**config.mk**
```make
export PLATFORM = sky130hd
export DESIGN_NAME = e1_idle_tx
export DESIGN_NICKNAME = d
export VERILOG_FILES = /design/src/rtl/e1_tx_pkg.sv /design/src/rtl/e1_tx_position.sv /design/src/rtl/e1_tx_octet_src.sv /design/src/rtl/e1_idle_tx.sv
export SDC_FILE = /design/constraint.sdc
export NUM_CORES = 1
export LEC_CHECK = 0
export ABC_AREA = 1
export BUFFER_PORTS_ARGS = -buffer_cell sky130_fd_sc_hd__buf_4
export CORE_MARGIN = 2
export CORE_UTILIZATION = 24
export CTS_BUF_LIST = sky130_fd_sc_hd__clkbuf_16
export DETAILED_ROUTE_END_ITERATION = 16
export GPL_ROUTABILITY_DRIVEN = 1
export PLACE_DENSITY = 0.38
export SLEW_MARGIN = 20
export SYNTH_ARGS = -nofsm -noshare
export SYNTH_HDL_FRONTEND = slang
export SYNTH_SLANG_ARGS = --single-unit
```
**constraint.sdc**
```tcl
create_clock -name clk -period 1.8 [get_ports clk]
set_input_delay 0.27 -clock clk [delete_from_list [all_inputs] [get_ports clk]]
set_output_delay 0.27 -clock clk [all_outputs]
set_load 0.01 [all_outputs]
```
**src/rtl/e1_tx_pkg.sv**
```systemverilog
package e1_tx_pkg;

    localparam int OCTET_W        = 8;
    localparam int DEF_FRAME_OCTS = 32;
    localparam int DEF_SEQ_LEN    = 16;
    localparam logic [OCTET_W-1:0] IDLE_FILL = 8'hFF;

    // Timeslot-0 idle word for a given frame number within the multiframe.
    function automatic logic [OCTET_W-1:0] ts0_word(input logic [3:0] idx);
        logic [OCTET_W-1:0] w;
        case (idx)
            4'd0, 4'd2, 4'd4, 4'd6, 4'd8: w = 8'h1B;
            4'd10, 4'd12, 4'd14:          w = 8'h9B;
            4'd5, 4'd9, 4'd11:            w = 8'hC0;
            default:                      w = 8'h40;
        endcase
        return w;
    endfunction

endpackage

```
**src/rtl/e1_tx_position.sv**
```systemverilog
module e1_tx_position #(
    parameter int FRAME_OCTS = e1_tx_pkg::DEF_FRAME_OCTS,
    parameter int SEQ_LEN    = e1_tx_pkg::DEF_SEQ_LEN,
    localparam int FRAME_BITS = FRAME_OCTS * e1_tx_pkg::OCTET_W,
    localparam int BW         = $clog2(FRAME_BITS),
    localparam int SW         = $clog2(SEQ_LEN)
) (
    input  logic          clk,
    input  logic          rst_n,
    input  logic          bit_en,
    output logic [BW-1:0] bit_idx,
    output logic [SW-1:0] seq_idx
);

    localparam logic [BW-1:0] LAST_BIT = BW'(FRAME_BITS - 1);
    localparam logic [SW-1:0] LAST_SEQ = SW'(SEQ_LEN - 1);

    typedef struct packed {
        logic [BW-1:0] bitpos;
        logic [SW-1:0] frame;
    } pos_t;

    pos_t pos_d, pos_q;

    always_comb begin
        pos_d = pos_q;
        if (bit_en) begin
            if (pos_q.bitpos == LAST_BIT) begin
                pos_d.bitpos = '0;
                pos_d.frame  = (pos_q.frame == LAST_SEQ) ? '0 : pos_q.frame + 1'b1;
            end else begin
                pos_d.bitpos = pos_q.bitpos + 1'b1;
            end
        end
    end

    always_ff @(posedge clk) begin
        if (!rst_n) pos_q <= '0;
        else        pos_q <= pos_d;
    end

    assign bit_idx = pos_q.bitpos;
    assign seq_idx = pos_q.frame;

    // no movement without an enable
    p_hold_r6: assert property (@(posedge clk) disable iff (!rst_n)
        !bit_en |=> $stable(bit_idx) && $stable(seq_idx));

    // one step per enabled cycle inside a frame
    p_step_r6: assert property (@(posedge clk) disable iff (!rst_n)
        (bit_en && bit_idx != LAST_BIT) |=> bit_idx == $past(bit_idx) + 1'b1);

    // frame end wraps the bit position and moves the table index
    p_wrap_r7: assert property (@(posedge clk) disable iff (!rst_n)
        (bit_en && bit_idx == LAST_BIT) |=>
            bit_idx == '0 &&
            seq_idx == (($past(seq_idx) == LAST_SEQ) ? '0 : $past(seq_idx) + 1'b1));

    // the table index is fixed for the whole frame
    p_seq_fixed_r4: assert property (@(posedge clk) disable iff (!rst_n)
        (bit_en && bit_idx != LAST_BIT) |=> $stable(seq_idx));

endmodule

```
**src/rtl/e1_tx_octet_src.sv**
```systemverilog
module e1_tx_octet_src #(
    parameter int FRAME_OCTS = e1_tx_pkg::DEF_FRAME_OCTS,
    parameter int SEQ_LEN    = e1_tx_pkg::DEF_SEQ_LEN,
    localparam int OW        = $clog2(FRAME_OCTS),
    localparam int SW        = $clog2(SEQ_LEN)
) (
    input  logic [OW-1:0]                     octet_idx,
    input  logic [SW-1:0]                     seq_idx,
    output logic [e1_tx_pkg::OCTET_W-1:0]     octet
);

    logic [3:0] tbl_idx;

    always_comb begin
        tbl_idx = 4'(seq_idx);
        if (octet_idx == '0) octet = e1_tx_pkg::ts0_word(tbl_idx);
        else                 octet = e1_tx_pkg::IDLE_FILL;
    end

endmodule

```
**src/rtl/e1_idle_tx.sv**
```systemverilog
module e1_idle_tx #(
    parameter int FRAME_OCTS = e1_tx_pkg::DEF_FRAME_OCTS,
    parameter int SEQ_LEN    = e1_tx_pkg::DEF_SEQ_LEN
) (
    input  logic clk,
    input  logic rst_n,
    input  logic bit_en,
    output logic tx_bit,
    output logic frame_start
);

    localparam int OCT_W      = e1_tx_pkg::OCTET_W;
    localparam int FRAME_BITS = FRAME_OCTS * OCT_W;
    localparam int BW         = $clog2(FRAME_BITS);
    localparam int SW         = $clog2(SEQ_LEN);
    localparam int IW         = $clog2(OCT_W);
    localparam int OW         = BW - IW;

    logic [BW-1:0]    bit_idx;
    logic [SW-1:0]    seq_idx;
    logic [OW-1:0]    octet_idx;
    logic [IW-1:0]    bit_in_oct;
    logic [OCT_W-1:0] octet;

    e1_tx_position #(.FRAME_OCTS(FRAME_OCTS), .SEQ_LEN(SEQ_LEN)) u_pos (
        .clk     (clk),
        .rst_n   (rst_n),
        .bit_en  (bit_en),
        .bit_idx (bit_idx),
        .seq_idx (seq_idx)
    );

    assign octet_idx  = bit_idx[BW-1:IW];
    assign bit_in_oct = bit_idx[IW-1:0];

    e1_tx_octet_src #(.FRAME_OCTS(FRAME_OCTS), .SEQ_LEN(SEQ_LEN)) u_src (
        .octet_idx (octet_idx),
        .seq_idx   (seq_idx),
        .octet     (octet)
    );

    // MSB first: bit time 0 of an octet carries bit 7.
    always_comb begin
        tx_bit      = octet[IW'(OCT_W - 1) - bit_in_oct];
        frame_start = (bit_idx == '0);
    end

    // payload timeslots only ever carry ones
    p_payload_ones_r5: assert property (@(posedge clk) disable iff (!rst_n)
        (octet_idx != '0) |-> tx_bit);

    // the marker lasts exactly one enabled bit time
    p_marker_single_r2: assert property (@(posedge clk) disable iff (!rst_n)
        (frame_start && bit_en) |=> !frame_start);

    // the marker comes back after the last bit of a frame
    p_marker_return_r2: assert property (@(posedge clk) disable iff (!rst_n)
        (bit_en && bit_idx == BW'(FRAME_BITS - 1)) |=> frame_start);

endmodule

```
Word level (Yosys, flattened, before mapping)
Memory sizes are Yosys's and may differ from the RTL's. A register that Yosys moved wholly into a read port is not among the register bits. Cells that the tools add are included.

Memories: 1. Input port bits: 3. Output and inout port bits: 2. Word-level logic and storage cells: 19. Bits in read-only memories: 96. Register bits: 12.

Equal/unequal tests: 2. Add/sub/neg operators: 3. Multiplexer cells: 7. Order comparisons: 1. Reduce and logical (&&, ||, !) cells: 3.

Memory list: (no name shown) (depth 16, width 6, rd ports 1, clocked after Yosys merged registers in 1, write ports 0, line e1_tx_pkg.sv:11) `case (idx)`.

Operators by type and width (count): $mux W8 (2); $mux W4 (3); $add A8 B1 Y8 const B (1); $eq A8 B8 Y1 const B (1); $logic_not A8 Y1 (1); $logic_not A5 Y1 (1); $add A4 B1 Y4 const B (1); $eq A4 B4 Y1 const B (1); $lt A3 B4 Y1 const B (1); $bmux W1 S3 (1); $sub A3 B3 Y3 const A (1); $reduce_and A2 Y1 (1); $mux W1 (1).

Logic depth before layout (Yosys ltp)
Gate-level depths: netlist of the first run.

Depth after elaboration: 4. Depth in mapped cells: 9. Gate-level depth less buffers: 9.

Cells and area by module
A second synthesis of the first run with hierarchy kept.

Cell total of the unflattened synthesis: 131. Area, all modules: 843.3 sq um.

Modules (own cells, without submodules): e1_tx_position (times used 1, area each 604.3 sq um, sequential area each 240.2 sq um, cells an instance 77); e1_idle_tx (times used 1, area each 131.4 sq um, sequential area each 0.0 sq um, cells an instance 33); e1_tx_octet_src (times used 1, area each 107.6 sq um, sequential area each 0.0 sq um, cells an instance 21).

Worst setup path after synthesis of the first run
Ideal clock, no wire load.

Kind: reg-to-reg. From: register u_pos.pos_q (netlist bit u_pos.bit_idx[0]). To: register with a tool-made name. Library setup time: 58 ps. Period minus slack after synthesis: 1332 ps. Arrival: 1274 ps. Cell stages (with the launch flop): 10. Setup slack: 468 ps. Data required time: 1742 ps. Path buffers: 0. Cells stage by stage: dfxtp_1 > ha_1 > nand2_2 > nor2_8 > nand2_4 > nand2_1 > nand3_1 > nor2_1 > nand3_1 > nand2_1.

RTL lines: from (decl) (line e1_tx_position.sv:23) `pos_t pos_d, pos_q;`; from (signal assigned) (line e1_tx_position.sv:39) `else pos_q <= pos_d;`.

Final worst setup path of the first run
From: register u_pos.pos_q (netlist bit u_pos.bit_idx[3]). To: output port tx_bit.

Word-level cells in the longest chain between the ends: 4.

Ends and longest elaborated chain: $logic_not A5 Y1 (line e1_tx_octet_src.sv:16) `if (octet_idx == '0) octet = e1_tx_pkg::ts0_word(tbl_idx);`; $mux W8 (line e1_tx_octet_src.sv:16); $bmux W1 S3 (line e1_idle_tx.sv:44) `tx_bit = octet[IW'(OCT_W - 1) - bit_in_oct];`; $mux W1 (implied by the code) (line e1_idle_tx.sv:44); to (decl) (line e1_idle_tx.sv:8) `output logic tx_bit,`.

Every way passes these cells. The select of a mux whose other input is x is not followed.

==> results.md, run 1 <==
- Sink Count: 15
- Die area: 0.004193 sq mm
- Max capacitance violation total: 0
- Via/cell ratio: 4.293
- Pleak: 0.5574 nW
- Clock Skew: 2.433 ps
- Fin crit share: 86.73%
- Antenna violations before repair: 0
- Worst Hold Launch: bit_en
- Flops & latches, synth: 15
- # diodes: 0
- DIE WIDTH: 64.76 microns
- CTS buffer count: 3
- Crit path kind: flop to primary output
- Post-Syn Area: 885.9 sq um
- Initial DRC count: 34
- DR WL/cell: 9.821 microns
- Htree depth: 1
- Syn Inst Count: 129
- CORE AREA: 0.003606 sq mm
- Highest Clock Rate: 640.6 MHz
- Yosys top cell area share: 33.90%
- GR Util All Layers: 9.814%
- Port Buffers: 4
- Unrepaired setup endpoints after global routing: no
- DRT Pass-1 Iters: 4
- Post-CTS resize count: 0
- Rows: 22
- First-pass GRT wire length: 3229 microns
- Crit Path Max Fanout: 5
- Detailed-route via count: 790
- GR Overflow Total: 0
- Vias in the first global route: 779
- Synth warn: 0
- Netlist cell types: 22
- Dpl hpwl: 1410 microns
- Slew Viols, Final: 0
- Clock buffer depth: 2
- Reg-to-reg startpoint: u_pos.bit_idx[0]
- FF-to-FF path depth: 9
- Final Hold Viols: 0
- Largest net degree at the start of global routing: 13
- Maximum VDD drop: 0.0002597 V
- Top post-synthesis cells by area: dfxtp_1 34%, nand2_1 11%, nand3_1 10%, inv_1 9.3%, nor2_1 4.7%
- Post-CTS Hold Fix Bufs: 0
- Max_slew headroom: 83.57%
- GPL Wtd Cong: 0.7941
- PwrDens: 771.9 mW/mm^2
- CP endpoint kind: primary output
- Post-Route WL: 1807 microns
- Residual DRC count: 0
- Tmin final: 1561 ps
- Startpoint Class: flop
- Root Buffer Master: clkbuf_16
- TritonCTS clock tree: done
- Hold path cells: 2
- Fin nets: 143
- Worst-margin pin slew: 244.4 ps
- Setup Buffers After CTS: 0
- Synth area leader: dfxtp_1
- Initial Utilization: 24.57%
- Crit path arrival time: 1290 ps
- Hold slack: 244.4 ps
- Worst endpoint required time: 1530 ps
- Sequential share of the synthesized area: 33.90%
- R2r setup slk: 240 ps
- Share of cells above drive strength 1: 12.50%
- Hold Path End: u_pos.bit_idx[1]
- Syn avg cell area: 6.867 sq um
- Worst-skew pair later-pin latency: 240 ps
- I/O pins: 5
- Mapped Nets: 135
- Area growth, synth to finish: 17.80%
- Clock-pin slew on the worst setup and hold paths: 40 ps
- HP Class: primary input to flop
- Die height: 64.76 microns
- DRT antenna net count: 0
- Endpoints failing setup: 0
- Status: finished clean
- Fin Setup TNS: 0 ps
[Yosys cell counts]
master,instances
nand2_1,27
inv_1,22
nand3_1,18
dfxtp_1,15
nor2_1,11
o21ai_0,6
a21oi_1,5
nand2_2,5
ha_1,3
nand4_1,3
nor2_8,2
nor3_1,2
and3_1,1
buf_6,1
inv_2,1
nand2_4,1
nand3_2,1
nor3b_1,1
o211ai_1,1
o21ai_1,1
o21bai_1,1
o31ai_1,1
[stage by stage]
stage | setup WS [ps] | util, % | instances | instance area, sq um | power [mW]
after floorplan | 468.2 | - | 129 | 885.9 | 0.3779
after global placement | 252.1 | 26.75 | 180 | 964.7 | 0.3975
after detailed placement | 260.2 | 26.75 | 180 | 964.7 | 0.3967
after CTS | 231.1 | 28.94 | 184 | 1044 | 0.8198
after global routing | 39.90 | 28.94 | 184 | 1044 | 0.8447
final | 238.9 | 28.94 | 184 | 1044 | 0.8054
[cell type report]
type | count | area, sq um
Fill cell | 401 | 2562
Multi-Input combinational cell | 90 | 488.0
Sequential cell | 15 | 300.3
Inverter | 23 | 86.33
Clock buffer | 3 | 75.07
Tap cell | 48 | 60.06
Timing Repair Buffer | 4 | 30.03
Clock inverter | 1 | 3.754
[cells by family after synthesis]
family,synth area share (%)
buf+inv,11.02
simple gates,41.53
compound gates,9.322
fa+ha+maj,4.238
flops,33.90
[metal layers]
layer  GRT usage [%]  part of all wire [%]
met5               0                     0
met2           16.49                    46
met3           2.778                   4.4
met4           4.255                   1.8
met1           11.58                    48
[worst max-delay path, stage by stage (launching register included)]
cell     delay (ps)
dfxtp_1         340
nor3_1          190
nand3_1         140
a21oi_1         140
o21ai_0          90
buf_4           150
[report_power, final]
group / internal [mW] / switching, mW / total [mW]
Sequential: 0.338 / 0.00527 / 0.343
Clock: 0.293 / 0.123 / 0.416
Combinational: 0.0209 / 0.0260 / 0.0469
Total: 0.651 / 0.154 / 0.805
[worst max-delay path by stage]
stage	from	endpoint	slack, ps	cells after the start
floorplan	u_pos.bit_idx[0]	flop	470	9
detailed placement	u_pos.bit_idx[0]	flop	260	9
CTS	u_pos.bit_idx[3]	tx_bit	230	5
global route	u_pos.bit_idx[0]	flop	40	9
global placement	u_pos.bit_idx[0]	flop	250	9
finish	u_pos.bit_idx[3]	tx_bit	240	5
[cell usage in the layout, fill, tap and decap left out, drive strengths merged]
cell and instances:
buf 4, clkbuf 3, o21ai 7, o21bai 1, and3 1, nor2 13
o211ai 1, nand3 19, dfxtp 15, inv 24, nor3b 1, nor3 2
o31ai 1, nand4 3, nand2 33, a21oi 5, ha 3
Power figures use the tool's default switching activity.
==> inputs of run 2 (changes only) <==
Settings changed: PLACE_DENSITY 0.38 to default, PLACE_DENSITY_LB_ADDON from default to 0.12.
==> results.md, run 2 (same netlist as run 1, synthesis figures left out) <==
- Rows: 22
- Crit path arrival time: 1730 ps
- R2r setup slk: 260 ps
- Most frequent cells in the layout: 27 x nand2_1, 23 x inv_1, 18 x nand3_1
- Clock buffer depth: 2
- Status: finished clean
- Startpoint Class: flop
- Final Util: 28.94%
- Tmin final: 1542 ps
- I/O pins: 5
- Hold slack: 247.1 ps
- Worst Hold Launch: bit_en
- Power, Total: 0.8150 mW
- Initial DRC count: 59
- Unrepaired setup endpoints after global routing: no
- Max capacitance violation total: 0
- Fin nets: 143
- # diodes: 0
- Vias in the first global route: 793
- Share of cells above drive strength 1: 12.50%
- Reg-to-reg startpoint: u_pos.bit_idx[0]
- CORE AREA: 0.003606 sq mm
- First-pass GRT wire length: 3381 microns
- Pleak: 0.5574 nW
- DRT antenna net count: 0
- Die height: 64.76 microns
- Htree depth: 1
- GR Util All Layers: 10.50%
- Sink Count: 15
- Crit path kind: flop to flop
- Largest net degree at the start of global routing: 13
- Worst endpoint required time: 1990 ps
- Fin Setup TNS: 0 ps
- HP Class: primary input to flop
- Residual DRC count: 0
- Highest Clock Rate: 648.6 MHz
- Clock-pin slew on the worst setup and hold paths: 50 ps
- Non-filler instance count after layout: 184
- Worst Path Buf+Inv: 0
- Hold Path End: u_pos.bit_idx[1]
- DR WL/cell: 10.03 microns
- Storage cell area: 300.3 sq um
- Crit Path Max Fanout: 10
- Final Hold Viols: 0
- Post-CTS Hold Fix Bufs: 0
- TritonCTS clock tree: done
- GR Overflow Total: 0
- Initial Utilization: 24.57%
- CTS buffer count: 3
- Slew Viols, Final: 0
- Crit-path cells: ha_1 -> nand2_2 -> nor2_8 -> nand2_4 -> nand2_1 -> nand3_1 -> nor2_1 -> nand3_1 -> nand2_1
- Clock Skew: 3.409 ps
- Post-Route WL: 1845 microns
- DRT Pass-1 Iters: 4
- Via/cell ratio: 4.272
- Antenna violations before repair: 0
- Die area: 0.004193 sq mm
- Inst Count DP: 180
- Worst-margin pin slew: 232.7 ps
- Cell family with most CP delay: simple AND/OR/NAND/NOR gates
- Worst-skew pair later-pin latency: 240 ps
- Crit-path slowest cell: dfxtp_1
- PwrDens: 781.0 mW/mm^2
- Multi-input logic area: 488.0 sq um
- Dpl hpwl: 1436 microns
- Slowest stage delay, CP: 400 ps
- Fin crit share: 85.66%
- Endpoints failing setup: 0
- Hold path cells: 2
- Crit. Startpoint: u_pos.bit_idx[0]
- Setup Buffers After CTS: 0
- Root Buffer Master: clkbuf_16
- Area growth, synth to finish: 17.80%
- Port Buffers: 4
- Max_slew headroom: 84.35%
- CP endpoint kind: flop
- Fillers: 415
- Detailed-route via count: 786
- GPL Wtd Cong: 0.8210
- Most common cell after layout, fill and taps aside: nand2_1
- Post-CTS resize count: 0
- DIE WIDTH: 64.76 microns
- Maximum VDD drop: 0.0002313 V
- FF-to-FF path depth: 9
[run 2: cell counts in the layout (fill, tap and decap cells not counted)]
No cell type changed its count.
[run 2: layer usage]
metal | global-route usage (%) | part of all wire, %
met5 | 0 | 0
met2 | 17.65 | 45
met1 | 12.42 | 51
met3 | 3.819 | 2.8
met4 | 3.191 | 0.92
[run 2: cell type report]
class                           count  area share (%)
Tap cell                           48           5.755
Clock buffer                        3           7.194
Inverter                           23           8.273
Clock inverter                      1          0.3597
Timing Repair Buffer                4           2.878
Multi-Input combinational cell     90           46.76
Sequential cell                    15           28.78
[run 2: where the power goes]
part	switching [mW]	internal, mW
Clock	0.131	0.294
Combinational	0.0265	0.0208
Sequential	0.00525	0.337
Total	0.163	0.652
[run 2: stage by stage]
| step | worst slack, ps | area (sq um) |
|---|---|---|
| CTS | 232.4 | 1044 |
| global route | 25.40 | 1044 |
| detailed placement | 261.1 | 964.7 |
| floorplan | 468.2 | 885.9 |
| global placement | 256.8 | 964.7 |
| finish | 258.2 | 1044 |
[run 2: worst max path at each step]
stage | to | cells after the start
after floorplan | flop | 9
after global placement | flop | 9
after detailed placement | flop | 9
after CTS | tx_bit | 5
after global routing | flop | 9
final | flop | 9
